<file path="src/rtl/tbw_pkg.sv">
package tbw_pkg;

    typedef enum logic [1:0] {
        SRC_ICALL = 2'd0,
        SRC_RET   = 2'd1,
        SRC_CDATA = 2'd2
    } src_e;

    typedef enum logic [1:0] {
        CFG_BASE = 2'd0,
        CFG_SIZE = 2'd1,
        CFG_PTR  = 2'd2
    } cfg_sel_e;

    typedef enum logic [1:0] {
        PTR_KEEP   = 2'd0,
        PTR_ADV    = 2'd1,
        PTR_REWIND = 2'd2,
        PTR_LOAD   = 2'd3
    } ptr_op_e;

    function automatic int unsigned bytes_per_word(int unsigned dw);
        return dw / 8;
    endfunction

endpackage

</file>
<file path="src/rtl/tbw_region_ctrl.sv">
module tbw_region_ctrl
    import tbw_pkg::*;
#(
    parameter int unsigned ADDR_W   = 32,
    parameter int unsigned STEP     = 8,
    parameter logic [ADDR_W-1:0] RST_BASE = 'h1000,
    parameter logic [ADDR_W-1:0] RST_SIZE = 'h40
) (
    input  logic              clk,
    input  logic              rst,
    input  logic              cfg_we,
    input  logic [1:0]        cfg_sel,
    input  logic [ADDR_W-1:0] cfg_wdata,
    input  logic              adv,
    input  logic              ack,
    output logic [ADDR_W-1:0] ptr_o,
    output logic [ADDR_W-1:0] base_o,
    output logic [ADDR_W-1:0] limit_o,
    output logic              full_o
);
    localparam logic [ADDR_W-1:0] STEP_A = ADDR_W'(STEP);

    logic [ADDR_W-1:0] base_q, size_q, ptr_q, ptr_load;
    logic              full;
    ptr_op_e           op;
    cfg_sel_e          sel;

    assign sel     = cfg_sel_e'(cfg_sel);
    assign limit_o = base_q + size_q;
    assign full    = (ptr_q == limit_o);
    assign full_o  = full;
    assign ptr_o   = ptr_q;
    assign base_o  = base_q;

    always_comb begin
        op       = PTR_KEEP;
        ptr_load = cfg_wdata;
        if (ack && full)
            op = PTR_REWIND;
        else if (cfg_we && (sel == CFG_BASE || sel == CFG_PTR))
            op = PTR_LOAD;
        else if (adv)
            op = PTR_ADV;
    end

    always_ff @(posedge clk) begin
        if (rst) begin
            base_q <= RST_BASE;
            size_q <= RST_SIZE;
            ptr_q  <= RST_BASE;
        end else begin
            if (cfg_we && sel == CFG_BASE) base_q <= cfg_wdata;
            if (cfg_we && sel == CFG_SIZE) size_q <= cfg_wdata;
            case (op)
                PTR_ADV:    ptr_q <= ptr_q + STEP_A;
                PTR_REWIND: ptr_q <= base_q;
                PTR_LOAD:   ptr_q <= ptr_load;
                default:    ptr_q <= ptr_q;
            endcase
        end
    end

    // acknowledge during full rewinds the pointer to the base
    assert_ack_rewinds_R6: assert property (@(posedge clk) disable iff (rst)
        (ack && full) |=> (ptr_q == $past(base_q)));

    // acknowledge with no pending full leaves the pointer alone
    assert_ack_ignored_R7: assert property (@(posedge clk) disable iff (rst)
        (ack && !full && !cfg_we && !adv) |=> $stable(ptr_q));

    // each issued write moves the pointer by one word
    assert_ptr_step_R2: assert property (@(posedge clk) disable iff (rst)
        (adv && !ack && !cfg_we) |=> (ptr_q == $past(ptr_q) + STEP_A));

    // base write loads base and pointer together
    assert_base_load_R8: assert property (@(posedge clk) disable iff (rst)
        (cfg_we && cfg_sel == 2'd0 && !(ack && full)) |=>
        (base_q == $past(cfg_wdata) && ptr_q == $past(cfg_wdata)));

endmodule

</file>
<file path="src/rtl/tbw_hold_slot.sv">
module tbw_hold_slot #(
    parameter int unsigned DATA_W = 64
) (
    input  logic              clk,
    input  logic              rst,
    input  logic              load,
    input  logic [DATA_W-1:0] load_data,
    input  logic              drain,
    output logic              valid_o,
    output logic [DATA_W-1:0] data_o
);
    logic              v_q;
    logic [DATA_W-1:0] d_q;

    always_ff @(posedge clk) begin
        if (rst) begin
            v_q <= 1'b0;
            d_q <= '0;
        end else if (load) begin
            v_q <= 1'b1;
            d_q <= load_data;
        end else if (drain) begin
            v_q <= 1'b0;
        end
    end

    assign valid_o = v_q;
    assign data_o  = d_q;

    // a load never lands on an occupied slot
    assert_no_overwrite_R5: assert property (@(posedge clk) disable iff (rst)
        load |-> !v_q);

endmodule

</file>
<file path="src/rtl/tbw_write_port.sv">
module tbw_write_port #(
    parameter int unsigned ADDR_W = 32,
    parameter int unsigned DATA_W = 64
) (
    input  logic              clk,
    input  logic              rst,
    input  logic              go,
    input  logic [ADDR_W-1:0] addr,
    input  logic [DATA_W-1:0] data,
    output logic              mem_we,
    output logic [ADDR_W-1:0] mem_addr,
    output logic [DATA_W-1:0] mem_wdata
);
    always_ff @(posedge clk) begin
        if (rst) begin
            mem_we    <= 1'b0;
            mem_addr  <= '0;
            mem_wdata <= '0;
        end else begin
            mem_we <= go;
            if (go) begin
                mem_addr  <= addr;
                mem_wdata <= data;
            end
        end
    end

    // written word is the one presented in the issuing cycle
    assert_data_raw_R2: assert property (@(posedge clk) disable iff (rst)
        go |=> (mem_we && mem_wdata == $past(data) && mem_addr == $past(addr)));

endmodule

</file>
<file path="src/rtl/trace_buf_writer.sv">
module trace_buf_writer
    import tbw_pkg::*;
#(
    parameter int unsigned ADDR_W   = 32,
    parameter int unsigned DATA_W   = 64,
    parameter logic [ADDR_W-1:0] RST_BASE = 'h1000,
    parameter logic [ADDR_W-1:0] RST_SIZE = 'h40
) (
    input  logic              clk,
    input  logic              rst,
    input  logic              pkt_valid,
    output logic              pkt_ready,
    input  logic [1:0]        pkt_src,
    input  logic [DATA_W-1:0] pkt_data,
    input  logic              cfg_we,
    input  logic [1:0]        cfg_sel,
    input  logic [ADDR_W-1:0] cfg_wdata,
    output logic [ADDR_W-1:0] wr_ptr,
    output logic              mem_we,
    output logic [ADDR_W-1:0] mem_addr,
    output logic [DATA_W-1:0] mem_wdata,
    output logic              irq,
    input  logic              irq_ack
);
    localparam int unsigned STEP = bytes_per_word(DATA_W);

    logic              full, hold_v, accept, direct, to_hold, drain, adv;
    logic [DATA_W-1:0] hold_d, wr_data;
    logic [ADDR_W-1:0] base, limit;

    assign pkt_ready = !hold_v;
    assign accept    = pkt_valid && pkt_ready;
    assign direct    = accept && !full;
    assign to_hold   = accept && full;
    assign drain     = hold_v && !full;
    assign adv       = direct || drain;
    assign wr_data   = drain ? hold_d : pkt_data;
    assign irq       = full;

    tbw_region_ctrl #(
        .ADDR_W(ADDR_W), .STEP(STEP), .RST_BASE(RST_BASE), .RST_SIZE(RST_SIZE)
    ) u_region (
        .clk(clk), .rst(rst),
        .cfg_we(cfg_we), .cfg_sel(cfg_sel), .cfg_wdata(cfg_wdata),
        .adv(adv), .ack(irq_ack),
        .ptr_o(wr_ptr), .base_o(base), .limit_o(limit), .full_o(full)
    );

    tbw_hold_slot #(.DATA_W(DATA_W)) u_hold (
        .clk(clk), .rst(rst),
        .load(to_hold), .load_data(pkt_data), .drain(drain),
        .valid_o(hold_v), .data_o(hold_d)
    );

    tbw_write_port #(.ADDR_W(ADDR_W), .DATA_W(DATA_W)) u_wport (
        .clk(clk), .rst(rst),
        .go(adv), .addr(wr_ptr), .data(wr_data),
        .mem_we(mem_we), .mem_addr(mem_addr), .mem_wdata(mem_wdata)
    );

    // nothing is written in the cycle after a full cycle
    assert_no_overflow_R4: assert property (@(posedge clk) disable iff (rst)
        irq |=> !mem_we);

    // every write lands inside the configured region
    assert_addr_in_region_R4: assert property (@(posedge clk) disable iff (rst)
        (mem_we && !$past(cfg_we)) |-> (mem_addr >= base && mem_addr < limit));

    // a packet taken while full occupies the slot and closes the input
    assert_hold_closes_R5: assert property (@(posedge clk) disable iff (rst)
        (pkt_valid && pkt_ready && irq) |=> !pkt_ready);

    // only the three defined source codes appear
    assert_src_known_R3: assert property (@(posedge clk) disable iff (rst)
        pkt_valid |-> (pkt_src != 2'd3));

endmodule

</file>
<file path="config.mk">
export PLATFORM = sky130hd
export DESIGN_NAME = trace_buf_writer
export DESIGN_NICKNAME = d
export VERILOG_FILES = /design/src/rtl/tbw_pkg.sv /design/src/rtl/tbw_region_ctrl.sv /design/src/rtl/tbw_hold_slot.sv /design/src/rtl/tbw_write_port.sv /design/src/rtl/trace_buf_writer.sv
export SDC_FILE = /design/constraint.sdc
export NUM_CORES = 1
export LEC_CHECK = 0
export ABC_AREA = 1
export BUFFER_PORTS_ARGS = -buffer_cell sky130_fd_sc_hd__buf_2
export CORE_ASPECT_RATIO = 0.9
export CORE_MARGIN = 2
export CORE_UTILIZATION = 49
export DETAILED_ROUTE_END_ITERATION = 10
export HOLD_SLACK_MARGIN = 0.03
export PLACE_DENSITY_LB_ADDON = 0.08
export SETUP_SLACK_MARGIN = 0.1
export SLEW_MARGIN = 5
export SYNTH_ARGS = -nofsm -noshare
export SYNTH_HDL_FRONTEND = slang
export SYNTH_HIERARCHICAL = 1
export SYNTH_SLANG_ARGS = --single-unit
export TNS_END_PERCENT = 20
</file>
<file path="constraint.sdc">
create_clock -name clk -period 3.75 [get_ports clk]
set_input_delay 0.375 -clock clk [delete_from_list [all_inputs] [get_ports clk]]
set_output_delay 0.375 -clock clk [all_outputs]
set_load 0.03 [all_outputs]
</file>
==> Word-level counts from Yosys, hierarchy flattened <==
Index checks and enable logic that the tools add are counted.
{ "word_totals": {"reg_bits": 258, "input_bits": 105, "out_inout_bits": 131, "elab_cells": 38} }
{ "classes": {"add_sub_neg": 2, "eq_ne": 6, "muxes": 7, "reduce_logical": 15} }
{ "op_table": {"columns": ["cell", "n"], "rows": [
  ["$pmux W32 S3", 1],
  ["$mux W64", 1],
  ["$add A32 B32 Y32", 1],
  ["$add A32 B4 Y32 const B", 1],
  ["$eq A32 B32 Y1", 1],
  ["$logic_and A1 B1 Y1", 8],
  ["$eq A2 B2 Y1 const B", 3],
  ["$eq A2 B1 Y1 const B", 2],
  ["$mux W2", 2],
  ["$mux W1", 3],
  ["$reduce_bool A3 Y1", 1],
  ["$logic_not A1 Y1", 2],
  ["$logic_not A2 Y1", 1],
  ["$logic_or A1 B1 Y1", 2],
  ["$reduce_bool A2 Y1", 1]
]} }

==> Longest topological paths before layout <==
{ "depth": {"depth_word": 10, "depth_mapped": 29, "depth_no_buf": 27} }

==> Modules after synthesis <==
The synthesis kept the hierarchy.
{ "modules_own_cells": {"columns": ["module", "n_inst", "cells_each", "area_each_um2", "seq_area_each_um2"], "rows": [
  ["tbw_region_ctrl", 1, 1447, 8126.5, 1921.8],
  ["tbw_write_port", 1, 611, 3910.0, 1941.9],
  ["tbw_hold_slot", 1, 282, 2296.0, 1301.2],
  ["trace_buf_writer", 1, 220, 953.4, 0.0]
]} }

==> Worst setup path before layout <==
Ideal clock, no wire load.
{ "synth_path": {"path_type": "flip-flop to flip-flop", "startpoint": "register u_region.base_q[0] (netlist: u_region/base_o[0])", "endpoint": "register u_hold.d_q[52] (netlist: u_hold/data_o[52])", "setup_time_ps": 116, "t_arrival_ps": 4478, "required_ps": 3634, "slack_ps": -844, "path_stages_with_launch": 28, "n_path_buf": 5, "synth_period_minus_slack_ps": 4594, "path_cell_list": "dfxtp_1 ha_1 inv_1 fa_1 inv_1 nand3_1 nand2_2 nand2_1 nand2_1 nand2_1 nand2_1 nand2_1 nand2_1 nand2_1 nand3_1 nand3_1 nor3_1 clkbuf_1 nor3b_1 inv_1 buf_4 nor3_1 buf_6 inv_4 buf_8 buf_8 nor2_2 nor2_1"} }
{ "synth_between": {"elab_chain_cells": 3} }
{ "synth_lines": {"columns": ["item", "line", "text"], "rows": [
  ["start, declared", "tbw_region_ctrl.sv:23", "logic [ADDR_W-1:0] base_q, size_q, ptr_q, ptr_load;"],
  ["start signal, assigned", "tbw_region_ctrl.sv:52", "if (cfg_we && sel == CFG_BASE) base_q <= cfg_wdata;"],
  ["$add A32 B32 Y32", "tbw_region_ctrl.sv:29", "assign limit_o = base_q + size_q;"],
  ["$eq A32 B32 Y1", "tbw_region_ctrl.sv:30", "assign full = (ptr_q == limit_o);"],
  ["named net irq", "trace_buf_writer.sv:22", "output logic irq,"],
  ["$logic_and A1 B1 Y1", "trace_buf_writer.sv:34", "assign to_hold = accept && full;"],
  ["named net to_hold", "trace_buf_writer.sv:27", "logic full, hold_v, accept, direct, to_hold, drain, adv;"],
  ["end signal, assigned", "tbw_hold_slot.sv:21", "d_q <= load_data;"],
  ["end, declared", "tbw_hold_slot.sv:13", "logic [DATA_W-1:0] d_q;"]
]} }
The timed path passes the listed nets, and every way through them passes these cells.
A chain may end at the register's enable or synchronous reset.

==> Worst setup path in the final report <==
{ "layout_path": {"startpoint": "register u_region.size_q[0]", "endpoint": "output port irq"} }
{ "layout_between": {"elab_chain_cells": 2} }
{ "layout_lines": {"columns": ["item", "line", "text"], "rows": [
  ["start, declared", "tbw_region_ctrl.sv:23", null],
  ["start signal, assigned", "tbw_region_ctrl.sv:53", "if (cfg_we && sel == CFG_SIZE) size_q <= cfg_wdata;"],
  ["$add A32 B32 Y32", "tbw_region_ctrl.sv:29", null],
  ["$eq A32 B32 Y1", "tbw_region_ctrl.sv:30", null],
  ["end, declared", "trace_buf_writer.sv:22", null]
]} }
No other way between the ends.

==> flow_metrics.py <==
metrics = {
    "detailed_routing": {
        "routed_wl_mm": 53.7,
        "avgViaCountPerCell": 5.24,
        "vias": 16900,
        "drt_pass1_iterations": 5,
        "drt_iter0_markers": 1470,
        "detail_route.wl_per_cell_um": 16.7,
        "post-route-drc-count": 0,
        "drtAntennaViolNets": 0,
    },
    "synth": {
        "avgSynthCellArea_um2": 5.98,
        "netlist_instances": 2544,
        "ys_warn_count": 6,
        "synthesis.nets": 2682,
        "syn-cell-area_um2": 15200,
    },
    "timing": {
        "max_freq_mhz": 270,
        "finalSetupViolCount": 0,
        "finClkSkew_ns": 0.00757,
        "tightest_slew_ns": 0.978,
        "drv_slew": 0,
        "fin_crit_ns": 3.71,
        "rsz0062_at_grt": "true",
        "finalCritPeriodShare": 0.988,
        "hold_viol_final": 0,
        "slew_headroom": 0.347,
    },
    "place": {
        "hpwl_mm": 35.5,
        "dpl_cell_area_um2": 16900,
        "port-buffer-count": 233,
        "place.gp.congestion": 0.942,
    },
    "setup_path": {
        "critPathRequiredTime_ns": 3.38,
        "end_kind": "output pin",
        "crit_buf_inv": 4,
        "arrival_ns": 3.33,
        "critPathTopFamily": "simple AND/OR/NAND/NOR gates",
        "cp_slowest_stage_delay_ns": 0.38,
        "critPathMaxFanout": 4,
        "worst-setup-path-type": "flip-flop to output pin",
        "startpoint_type": "flip-flop",
        "crit_chain": "ha_4 -> inv_2 -> fa_2 -> inv_2 -> nand3_4 -> nand2_4 -> nand2_4 -> nand2_4 -> nand2_2 -> nand3_2 -> nand2_2 -> nand3b_1 -> nor2_1 -> nand3_1 -> nor2_1 -> nand2_1 -> nor3b_4 -> buf_6 -> buf_8",
        "cp_slowest_cell": "fa_2",
        "crit_path_frequent_cell": "nand2_4",
    },
    "clock_network": {
        "clk_path_buf_depth": 3,
        "cts_root_buffer": "clkbuf_16",
        "cts_max_level": 1,
        "cts_tree": "done",
        "cts_made_buffers": 28,
        "clkTransAtPathRegs_ns": 0.06,
        "numClockSinks": 258,
        "clkLatencyLatePin_ns": 0.56,
    },
    "finish": {
        "fin_area_um2": 19000,
        "final_common_cell": "nand2_1",
        "drive_above_1_share": 0.202,
        "layout_common_cells": "689 x nand2_1, 522 x nor2_1, 278 x inv_1",
        "nNetsFinal": 2929,
        "area_growth_pct": 25.2,
    },
    "power": {
        "powerDensity_nw_per_um2": 384,
        "p_leak_nw": 10.2,
        "total_power_w": 0.00732,
        "max-vdd-ir-drop_mv": 0.336,
    },
    "global_route": {
        "grt_max_degree": 110,
        "grt_use_total": 0.305,
        "grt-ovfl-total": 0,
        "antenna_found_initial": 6,
        "grt_pass1_wl_mm": 79.4,
        "grt_pass1_vias": 15100,
    },
    "floorplanning": {
        "rows": 61,
        "coreArea_um2": 30800,
        "die_w_um": 190,
        "io_pins": 236,
        "start_util": 0.495,
        "die_h_um": 171,
        "die_area_um2": 32500,
    },
    "run_status": {
        "outcome": "finished clean",
    },
    "hold_path": {
        "min_path_type": "primary input to flip-flop",
    },
    "run": {
        "max_cap_violations": 0,
    },
}
==> per-layer routing <==
layer / part of all wire / up-vias / global-route usage
li1: - / 8368 / -
met1: 0.45 / 7767 / 0.423
met2: 0.44 / 676 / 0.489
met3: 0.087 / 85 / 0.0571
met4: 0.024 / 6 / 0.0768
met5: 0.00076 / - / 0
==> final timing paths <==
kind | cells past startpoint | to | startpoint | slack, ns
setup / recovery | 19 | irq | u_region/size_q[0]$_SDFFE_PP0P_ | 0.04
hold / removal | 3 | u_hold/data_o[35]$_SDFFE_PP0P_ | pkt_data[35] | 0.04
setup reg to reg | 25 | u_region/ptr_o[27]$_SDFFE_PP0P_ | u_region/size_q[0]$_SDFFE_PP0P_ | 0.08
hold reg to reg | 2 | u_wport/mem_wdata[25]$_SDFFE_PP0P_ | u_wport/mem_wdata[25]$_SDFFE_PP0P_ | 0.46
==> registers in the layout, summed over array words and instances, names as in the netlist <==
name and cells:
u_hold/valid_o 1, u_wport/mem_addr 32, u_wport/mem_wdata 64, u_region/size_q 32
u_region/base_o 32, u_hold/data_o 64, u_wport/mem_we 1, u_region/ptr_o 32
==> cell type report <==
| cell class | count | area, um2 |
|---|---|---|
| timing repair buffer | 337 | 2370 |
| sequential | 258 | 5180 |
| multi-input combinational | 1863 | 8920 |
| clock buffer | 42 | 835 |
| tap | 409 | 512 |
| fill | 2940 | 11700 |
| inverter | 303 | 1140 |
| clock inverter | 7 | 85.1 |
| antenna | 6 | 15.0 |
==> per-stage QoR <==
stage          std cells  utilization  worst slack [ns]  setup TNS (ns)  hold WS, ns
3_5_place_dp        3130        0.549            0.0562               0        0.453
6_report            3225        0.619            0.0447               0       0.0422
5_1_grt             3220        0.619           -0.0735           -1.30       0.0362
2_1_floorplan       2544            -             0.117               0        0.433
4_1_cts             3192        0.589            0.0463               0       0.0393
3_3_place_gp        3130        0.549             0.101               0        0.452
==> worst register-to-register path, cell delays in order, from the launching register on <==
cell and delay, ns:
dfxtp_2 0.35, ha_4 0.14, inv_2 0.04, fa_2 0.38, inv_2 0.10, nand3_4 0.08, nand2_4 0.12, nand4_1 0.22
buf_4 0.21, nand4_1 0.10, nand2_1 0.09, nor2_2 0.17, nor2_1 0.06, nand3_1 0.08, nor2_1 0.05, nand2_1 0.13
nor3b_4 0.07, buf_6 0.12, buf_4 0.13, a21oi_4 0.19, nor2_4 0.09, nand2_8 0.17, buf_12 0.20, nand2_1 0.09
nor2_1 0.12, nor2_1 0.06
==> timing repair <==
| action | in CTS | in global routing |
|---|---|---|
| pin swaps | 22 | 72 |
| endpoints found under the hold margin | 1 | 0 |
| cloned | 0 | 14 |
| setup endpoints to repair | 93 | 191 |
| gates resized for setup | 49 | 148 |
| hold buffers | 1 | 0 |
| setup buffers | 12 | 13 |
==> report_power, final <==
| part | switching (W) | internal (W) | total, W |
|---|---|---|---|
| combinational | 0.000986 | 0.000532 | 0.00152 |
| sequential | 0.000126 | 0.00288 | 0.00301 |
| clock | 0.00114 | 0.00166 | 0.00280 |
| total | 0.00225 | 0.00507 | 0.00732 |
Note: power is estimated with default switching activity, not from simulation.
